**src/rtl/reset_merge_pkg.sv**
```systemverilog
package reset_merge_pkg;

  // Counter width able to hold values 0..n
  function automatic int unsigned cnt_width(input int unsigned n);
    return (n < 2) ? 1 : $clog2(n + 1);
  endfunction

  // Remaining ticks after one tick strobe; 0 means the pulse ends
  function automatic int unsigned ticks_after(input int unsigned remain);
    return (remain == 0) ? 0 : remain - 1;
  endfunction

  typedef struct packed {
    logic wdt;
    logic por;
  } cause_t;

endpackage

```
**src/rtl/rmg_sync.sv**
```systemverilog
module rmg_sync #(
  parameter int unsigned STAGES    = 2,
  parameter logic        RESET_VAL = 1'b0
) (
  input  logic clk,
  input  logic arst_n,
  input  logic d_i,
  output logic q_o
);
  logic [STAGES-1:0] chain;

  generate
    for (genvar g = 0; g < STAGES; g++) begin : g_stage
      if (g == 0) begin : g_first
        always_ff @(posedge clk or negedge arst_n)
          if (!arst_n) chain[0] <= RESET_VAL;
          else         chain[0] <= d_i;
      end else begin : g_next
        always_ff @(posedge clk or negedge arst_n)
          if (!arst_n) chain[g] <= RESET_VAL;
          else         chain[g] <= chain[g-1];
      end
    end
  endgenerate

  assign q_o = chain[STAGES-1];
endmodule

```
**src/rtl/rmg_debounce.sv**
```systemverilog
module rmg_debounce #(
  parameter int unsigned DEB_CYCLES = 4
) (
  input  logic clk,
  input  logic arst_n,
  input  logic sample_i,
  output logic filt_o,
  output logic press_o
);
  import reset_merge_pkg::*;
  localparam int unsigned CW = cnt_width(DEB_CYCLES);
  localparam logic [CW-1:0] LAST = CW'(DEB_CYCLES - 1);

  logic [CW-1:0] cnt;
  logic          differ;
  logic          settle;

  assign differ = (sample_i != filt_o);
  assign settle = differ && (cnt == LAST);

  always_ff @(posedge clk or negedge arst_n) begin
    if (!arst_n) begin
      filt_o  <= 1'b1;
      cnt     <= '0;
      press_o <= 1'b0;
    end else begin
      press_o <= settle && !sample_i;
      if (!differ || settle) cnt <= '0;
      else                   cnt <= cnt + 1'b1;
      if (settle) filt_o <= sample_i;
    end
  end

  AST_PRESS_IS_LOW: assert property (@(posedge clk) disable iff (!arst_n)
    press_o |-> !filt_o);
  AST_DEB_BOUND: assert property (@(posedge clk) disable iff (!arst_n)
    cnt <= LAST);
endmodule

```
**src/rtl/rmg_stretch.sv**
```systemverilog
module rmg_stretch #(
  parameter int unsigned STRETCH_TICKS = 2
) (
  input  logic clk,
  input  logic arst_n,
  input  logic hold_i,
  input  logic trig_i,
  input  logic tick_i,
  output logic active_o,
  output logic release_o
);
  import reset_merge_pkg::*;
  localparam int unsigned    W    = cnt_width(STRETCH_TICKS);
  localparam logic [W-1:0]   LOAD = W'(STRETCH_TICKS);

  logic [W-1:0] remain;
  logic         load;
  logic         expire;

  assign load   = hold_i || trig_i;
  assign expire = active_o && tick_i && (ticks_after(int'(remain)) == 0);

  always_ff @(posedge clk or negedge arst_n) begin
    if (!arst_n) begin
      active_o  <= 1'b1;
      remain    <= LOAD;
      release_o <= 1'b0;
    end else begin
      release_o <= 1'b0;
      if (load) begin
        active_o <= 1'b1;
        remain   <= LOAD;
      end else if (expire) begin
        active_o  <= 1'b0;
        release_o <= 1'b1;
      end else if (active_o && tick_i) begin
        remain <= W'(ticks_after(int'(remain)));
      end
    end
  end

  AST_HOLD_DRIVES: assert property (@(posedge clk) disable iff (!arst_n)
    hold_i |=> active_o);
  AST_REMAIN_RANGE: assert property (@(posedge clk) disable iff (!arst_n)
    (remain != 0) && (remain <= LOAD));
  AST_TRIG_DRIVES: assert property (@(posedge clk) disable iff (!arst_n)
    trig_i |=> active_o);
  AST_RELEASE_SINGLE: assert property (@(posedge clk) disable iff (!arst_n)
    release_o |=> !release_o);
  AST_RELEASE_AT_END: assert property (@(posedge clk) disable iff (!arst_n)
    release_o |-> (!active_o && $past(active_o)));
endmodule

```
**src/rtl/reset_merge_ctrl.sv**
```systemverilog
module reset_merge_ctrl #(
  parameter int unsigned SYNC_STAGES   = 2,
  parameter int unsigned DEB_CYCLES    = 4,
  parameter int unsigned STRETCH_TICKS = 2
) (
  input  logic clk,
  input  logic arst_n,
  input  logic tick_i,
  input  logic supply_low_i,
  input  logic wdt_req_i,
  input  logic rst_pad_i,
  input  logic clr_por_i,
  input  logic clr_wdt_i,
  output logic rst_n_o,
  output logic rst_oe_o,
  output logic por_flag_o,
  output logic wdt_flag_o,
  output logic release_o
);
  import reset_merge_pkg::*;

  logic   supply_low_s;
  logic   pad_s;
  logic   pad_filt;
  logic   press;
  logic   active;
  logic   manual_trig;
  logic   any_trig;
  cause_t cause;

  rmg_sync #(.STAGES(SYNC_STAGES), .RESET_VAL(1'b0)) u_sync_sup (
    .clk(clk), .arst_n(arst_n), .d_i(supply_low_i), .q_o(supply_low_s));

  rmg_sync #(.STAGES(SYNC_STAGES), .RESET_VAL(1'b1)) u_sync_pad (
    .clk(clk), .arst_n(arst_n), .d_i(rst_pad_i), .q_o(pad_s));

  rmg_debounce #(.DEB_CYCLES(DEB_CYCLES)) u_deb (
    .clk(clk), .arst_n(arst_n), .sample_i(pad_s),
    .filt_o(pad_filt), .press_o(press));

  // A press seen while the block drives the pad is its own echo
  assign manual_trig = press && !active;
  assign any_trig    = wdt_req_i || manual_trig;

  rmg_stretch #(.STRETCH_TICKS(STRETCH_TICKS)) u_str (
    .clk(clk), .arst_n(arst_n), .hold_i(supply_low_s), .trig_i(any_trig),
    .tick_i(tick_i), .active_o(active), .release_o(release_o));

  always_ff @(posedge clk or negedge arst_n) begin
    if (!arst_n) begin
      cause.por <= 1'b1;
      cause.wdt <= 1'b0;
    end else begin
      if (supply_low_s)   cause.por <= 1'b1;
      else if (clr_por_i) cause.por <= 1'b0;
      if (wdt_req_i)      cause.wdt <= 1'b1;
      else if (clr_wdt_i) cause.wdt <= 1'b0;
    end
  end

  assign rst_oe_o   = active;
  assign rst_n_o    = !active;
  assign por_flag_o = cause.por;
  assign wdt_flag_o = cause.wdt;

  AST_POR_SET: assert property (@(posedge clk) disable iff (!arst_n)
    supply_low_s |=> por_flag_o);
  AST_WDT_SET: assert property (@(posedge clk) disable iff (!arst_n)
    wdt_req_i |=> wdt_flag_o);
  AST_POR_STICKY: assert property (@(posedge clk) disable iff (!arst_n)
    (por_flag_o && !clr_por_i) |=> por_flag_o);
  AST_WDT_STICKY: assert property (@(posedge clk) disable iff (!arst_n)
    (wdt_flag_o && !clr_wdt_i) |=> wdt_flag_o);
  AST_NO_SELF_TRIG: assert property (@(posedge clk) disable iff (!arst_n)
    (press && active && !wdt_req_i && !supply_low_s && !wdt_flag_o) |=> !wdt_flag_o);
endmodule

```
**config.mk**
```make
export PLATFORM = sky130hd
export DESIGN_NAME = reset_merge_ctrl
export DESIGN_NICKNAME = d
export VERILOG_FILES = /design/src/rtl/reset_merge_pkg.sv /design/src/rtl/rmg_sync.sv /design/src/rtl/rmg_debounce.sv /design/src/rtl/rmg_stretch.sv /design/src/rtl/reset_merge_ctrl.sv
export SDC_FILE = /design/constraint.sdc
export NUM_CORES = 1
export LEC_CHECK = 0
export BUFFER_PORTS_ARGS = -buffer_cell sky130_fd_sc_hd__clkbuf_2
export CELL_PAD_IN_SITES_DETAIL_PLACEMENT = 0
export CELL_PAD_IN_SITES_GLOBAL_PLACEMENT = 1
export CORE_MARGIN = 5
export CORE_UTILIZATION = 41
export DETAILED_ROUTE_END_ITERATION = 7
export PLACE_DENSITY = 0.74
export SLEW_MARGIN = 10
export SYNTH_ARGS = -nofsm -noshare
export SYNTH_HDL_FRONTEND = slang
export SYNTH_SLANG_ARGS = --single-unit
```
**constraint.sdc**
```tcl
create_clock -name clk -period 2 [get_ports clk]
set_input_delay 0.2 -clock clk [delete_from_list [all_inputs] [get_ports clk]]
set_output_delay 0.2 -clock clk [all_outputs]
set_load 0.02 [all_outputs]
```
## Word-level counts from Yosys, hierarchy flattened

Index checks and enable logic that the tools add are counted.

- Logic and storage cells: 48
- Input bits: 8
- Bits in registers: 15
- Output and inout port bits: 5

- Add/sub/neg operators: 2
- Muxes and demuxes: 13
- Eq/ne operators: 3
- Reductions and logical operators: 18

Operator list:

| operator | count |
|---|---|
| zero test 32 bit | 1 |
| 2-to-1 mux 32 bit | 1 |
| 2-to-1 mux 1 bit | 8 |
| nonzero test 2 bit | 4 |
| 2-to-1 mux 2 bit | 3 |
| logical AND 1 bit | 5 |
| adder 3 x 1 -> 3 bit (second input constant) | 1 |
| == test 3 x 2 -> 1 bit (second input constant) | 1 |
| zero test 1 bit | 3 |
| logical OR 1 bit | 3 |
| 2-to-1 mux 3 bit | 1 |
| subtractor 2 x 1 -> 3 bit (second input constant) | 1 |
| zero test 2 bit | 1 |
| != test 2 x 1 -> 1 bit (second input constant) | 1 |
| AND reduction 2 bit | 1 |
| != test 1 bit | 1 |

## Depth between registers and ports, before layout

- Word-level depth: 6
- Mapped depth: 4
- Depth with buffers taken out: 4

## By module

Synthesis repeated with hierarchy kept, for this count alone.

- Cells, all modules: 40
- Area total of the unflattened synthesis: 568.0 sq um

Modules (own cells, without submodules):

| module | cells an instance | times used | sequential area each (sq um) | area each (sq um) |
|---|---|---|---|---|
| rmg_debounce | 14 | 1 | 126.4 | 207.7 |
| rmg_stretch | 14 | 1 | 102.6 | 172.7 |
| reset_merge_ctrl | 8 | 1 | 51.3 | 85.1 |
| rmg_sync at u_sync_pad | 2 | 1 | 52.6 | 52.6 |
| rmg_sync at u_sync_sup | 2 | 1 | 50.0 | 50.0 |

## Least setup slack after synthesis

Ideal clock, no wire load.

- Kind: register -> register
- Start point: reg u_str.active_o
- End point: reg u_str.release_o
- Path buffers: 0
- Clock period less this slack: 1.189 ns
- Setup time: 0.080 ns
- Cell stages (with the launch flop): 4
- Slack: 0.811 ns
- Arrival: 1.109 ns
- Data required time: 1.920 ns
- Cell sequence: dfstp_2 inv_2 a211o_1 nor3_2

- Word-level cells in the longest chain between the ends: 5
- Elaborated cells between the ends (all ways): 8
- Classes of those cells: mux (2); reduce/logical (6)

Ends and longest elaborated chain:

| what | line | text |
|---|---|---|
| from (decl) | rmg_stretch.sv:9 | `output logic active_o,` |
| from (signal assigned) | rmg_stretch.sv:25 | `active_o <= 1'b1;` |
| from (signal assigned) | rmg_stretch.sv:31 | `active_o <= 1'b1;` |
| from (signal assigned) | rmg_stretch.sv:34 | `active_o <= 1'b0;` |
| zero test 1 bit | -- |  |
| net rst_n_o | reset_merge_ctrl.sv:14 | `output logic rst_n_o,` |
| logical AND 1 bit | reset_merge_ctrl.sv:42 | `assign manual_trig = press && !active;` |
| logical OR 1 bit | reset_merge_ctrl.sv:43 | `assign any_trig = wdt_req_i \|\| manual_trig;` |
| logical OR 1 bit | rmg_stretch.sv:20 | `assign load = hold_i \|\| trig_i;` |
| 2-to-1 mux 1 bit | rmg_stretch.sv:30 | `if (load) begin` |
| to (signal assigned) | rmg_stretch.sv:27 | `release_o <= 1'b0;` |
| to (signal assigned) | rmg_stretch.sv:29 | `release_o <= 1'b0;` |
| to (signal assigned) | rmg_stretch.sv:35 | `release_o <= 1'b1;` |
| to (decl) | rmg_stretch.sv:10 | `output logic release_o` |

The timed path passes the listed nets, and every way through them passes these cells.
A chain may end at the register's enable or synchronous reset.

## Worst setup path in the final report

- Start point: reg u_str.active_o
- End point: out rst_n_o

- Word-level cells in the longest chain between the ends: 1

Ends and longest elaborated chain:

| what | line | text |
|---|---|---|
| zero test 1 bit | reset_merge_ctrl.sv:62 | `assign rst_n_o = !active;` |
| to (decl) | reset_merge_ctrl.sv:14 |  |

No other way between the ends.

==> summary.txt <==
YOSYS
---------------------------------------------------------------------------------
Area of the mapped netlist                                              555.5 µm²
Leading cell type by number of instances after synthesis                  dfrtp_1
Async set-reset flop share out of synthesis                                100.0%
Warnings from Yosys                                                             0
Total nets after synthesis                                                     52
Ranking of synthesized cells by area                                 dfrtp_1 (41%), dfstp_2 (28%), ha_1 (4.5%), xor2_1 (3.2%), a21o_1 (2.7%)
Area share of the largest cell type after synthesis                        40.54%
Cell variety after synth                                                       18
Cell count after synthesis                                                     42
Commonest cells post-synth                                           dfrtp_1 (9), dfstp_2 (6), inv_1 (4), nor2_1 (4)
Count of flip-flops with a built-in enable after synthesis                      0
Avg Inst Size Synth                                                     13.23 µm²
Share of synthesized area occupied by flip-flops and latches               68.92%
Area leader, netlist                                                      dfrtp_1
Post-synthesis sequential element count                                        15
Post-synth top flop                                                       dfrtp_1

WORST HOLD PATH
---------------------------------------------------------------------------------
Type of the worst min-delay path                                     input port to flop
Hold wc startpoint                                                   supply_low_i
Min-Delay Path Depth                                                            1
Hold endpoint                                                        u_sync_sup.chain[0]$_DFF_PN0_

STA
---------------------------------------------------------------------------------
Max Transition Viols Final                                                      0
Actual transition at the worst max-transition pin                       0.3568 ns
Total negative slack                                                         0 ns
Clock period minus worst slack                                           1.247 ns
Max Clk Rate                                                            802.0 MHz
Worst slew margin relative to its limit                                    76.21%
Final critical-path setup slack                                         0.7531 ns
Largest clock skew in the final design                                0.002432 ns
Final Hold Violating Endpoints                                                  0
Period utilisation layout                                                  62.35%
Setup violators final                                                           0
Setup repair after global routing missed its margin                         false

DIE
---------------------------------------------------------------------------------
Die span in y                                                            46.81 µm
Starting density of the core                                               43.23%
Boundary Pins                                                                  13
Die area                                                             0.002191 mm²
Row count                                                                      13
Core ar.                                                             0.001285 mm²
DIE WIDTH                                                                46.81 µm

WORST SETUP PATH
---------------------------------------------------------------------------------
Worst-case register-to-register setup slack                               0.85 ns
CP startpoint kind                                                           flop
Class of the most critical setup path                                flop to output pin
Arrival time reported for the critical path endpoint                      1.05 ns
Worst reg-to-reg path cell count                                                4
Top fanout value on the critical path                                           4
CP Capture Type                                                        output pin
Launch point of the worst reg-to-reg path                            u_deb.cnt[0]$_DFF_PN0_
Data required time of the critical path                                   1.80 ns
Reg-to-reg critical path endpoint                                    u_deb.cnt[2]$_DFF_PN0_

FINAL LAYOUT
---------------------------------------------------------------------------------
Synth-to-layout area growth                                                22.52%
Net count reported at finish                                                   71
Filler Cell Count                                                             123
Final core area utilization                                                52.97%
Share of post-route cells with drive strength above 1                      40.00%
Antenna diode count                                                             0

GLOBAL ROUTING
---------------------------------------------------------------------------------
Global-route wire length before repair                                    1497 µm
Overall overflow remaining after global route                                   0
Vias in the first global route                                                362
Total GRT Usage                                                            10.22%
Pin count of the biggest net entering global routing                           16
Number of antenna violations at the first check in global routing               0

PWR
---------------------------------------------------------------------------------
Power per unit of standard cell area                                 961.8 mW/mm²
Peak ir drop on the vdd network                                       0.0005364 V
Clock share of power                                                        25.4%
Total leakage power                                                  0.0003511 µW
Net Switching                                                            168.8 µW
Register share of total power                                               58.1%
Cell Int Power                                                           485.9 µW
Net switching share of the total power                                     25.78%
Combinational share of power                                                16.5%

PLACE
---------------------------------------------------------------------------------
Setup slack after placement                                             0.8676 ns
Number of buffer cells added on primary ports                                  12
Final RePlAce weighted congestion                                          0.7374

CLOCKING
---------------------------------------------------------------------------------
Clock transition at path regs                                             0.08 ns
Post-cts sizing count                                                           0
Buffer levels on the longest clock path                                         2
Clock buffer count from CTS                                                     3
H-tree level count                                                              1
Buffer type at the clock tree root                                       clkbuf_4
Clock Latency Late Sink                                                   0.28 ns
Number of clock sinks seen by CTS                                              15
CTS tree                                                                    built

ROUTE
---------------------------------------------------------------------------------
Overall via count from detail_route                                           358
DRC violation count after routing                                               0
Number of optimization iterations in the first detailed-route pass              4
Total routed wirelength                                                    859 µm
Violation count after the first detailed-route iteration                        5
Mean routed wirelength per cell                                          11.45 µm
Count of nets left with antenna violations after detail routing                 0
Detail-routed via count per cell                                            4.773

FLOW RUN
---------------------------------------------------------------------------------
Max-cap viol count                                                              0

STATUS
---------------------------------------------------------------------------------
Outcome                                                                 completed

## worst max-delay path by stage
stage | endpoint | slack (ns) | cells after the start | start
floorplan | u_str.release_o$_DFF_PN0_ | 0.81 | 3 | u_str.active_o$_DFFE_PN1P_
detailed placement | u_deb.cnt[2]$_DFF_PN0_ | 0.87 | 4 | u_deb.cnt[0]$_DFF_PN0_
global placement | u_deb.cnt[0]$_DFF_PN0_ | 0.88 | 4 | u_deb.cnt[0]$_DFF_PN0_
CTS | rst_n_o | 0.74 | 2 | u_str.active_o$_DFFE_PN1P_
global route | rst_n_o | 0.72 | 2 | u_str.active_o$_DFFE_PN1P_
finish | rst_n_o | 0.75 | 2 | u_str.active_o$_DFFE_PN1P_
## registers in the layout (all words and copies together) (netlist names)
signal	count
u_sync_sup.chain	1
u_deb.press_o	1
u_str.active_o	1
u_deb.cnt	3
u_str.remain	2
u_sync_sup.q_o	1
u_str.release_o	1
u_deb.filt_o	1
wdt_flag_o	1
u_sync_pad.chain	1
u_sync_pad.q_o	1
por_flag_o	1
## routing by layer
metal  vias to the layer above  share of wire, %  track usage (%)
li1                        175                 -                -
met3                         5               9.7            2.682
met1                       165                42            11.19
met5                         -                 0                0
met4                         0               3.4            9.945
met2                        13                45            15.72
## layout by cell type, fill, tap and decap left out
master          n
clkbuf_2       12
dfrtp_1         9
dfstp_2         6
inv_1           4
nor2_1          4
clkbuf_4        3
xor2_1          2
nand2_1         2
o21ai_0         2
a21o_1          2
ha_1            2
dlygate4sd3_1   2
nand2b_1        1
inv_2           1
a211o_1         1
nor3_2          1
and3b_1         1
nor2b_1         1
a211oi_1        1
nand3_1         1
mux2_2          1
clkbuf_1        1
## per-stage QoR
step | hold slack (ns) | total power (µW) | area [µm²] | std cells
3_5_place_dp | 0.1292 | 491.1 | 634.4 | 69
6_report | 0.02394 | 654.7 | 680.7 | 75
3_3_place_gp | 0.1250 | 491.1 | 634.4 | 69
2_1_floorplan | -0.09559 | 458.4 | 555.5 | 42
4_1_cts | 0.01568 | 664.9 | 680.7 | 75
5_1_grt | 0.01944 | 695.8 | 680.7 | 75
## power groups by stage
stage	sequential (µW)	clock [µW]	combinational, µW
final	380	167	108
after CTS	380	175	109
after detailed placement	386	0	105
after global placement	384	0	107
after global routing	388	183	125
after floorplan	385	0	73.7
## cells by family after synthesis
group                      share of synthesized area, %
adders and majority gates                         4.504
buffers and inverters                             3.377
AOI/OAI and AO/OA                                 7.433
and+or+nand+nor                                   10.59
xor gates and xnor gates                          3.154
muxes                                             2.027
DFF                                               68.92
## timing repair
action | in CTS | in global routing
hold buffers | 2 | 0
buffers inserted | 0 | 0
endpoints found under the hold margin | 10 | 0
## worst max-delay path, stage by stage (launching register included)
cell and delay, ns:
dfstp_2 0.56, inv_2 0.06, clkbuf_2 0.15
## area by class of cell
cell class	count	area, µm²	area share (%)
Multi-Input combinational cell	22	153.9	22.61
Inverter	5	18.77	2.757
Timing Repair Buffer	14	80.08	11.76
Tap cell	15	18.77	2.757
Clock buffer	4	26.28	3.860
Sequential cell	15	382.9	56.25
Note: power is estimated with default switching activity, not from simulation.
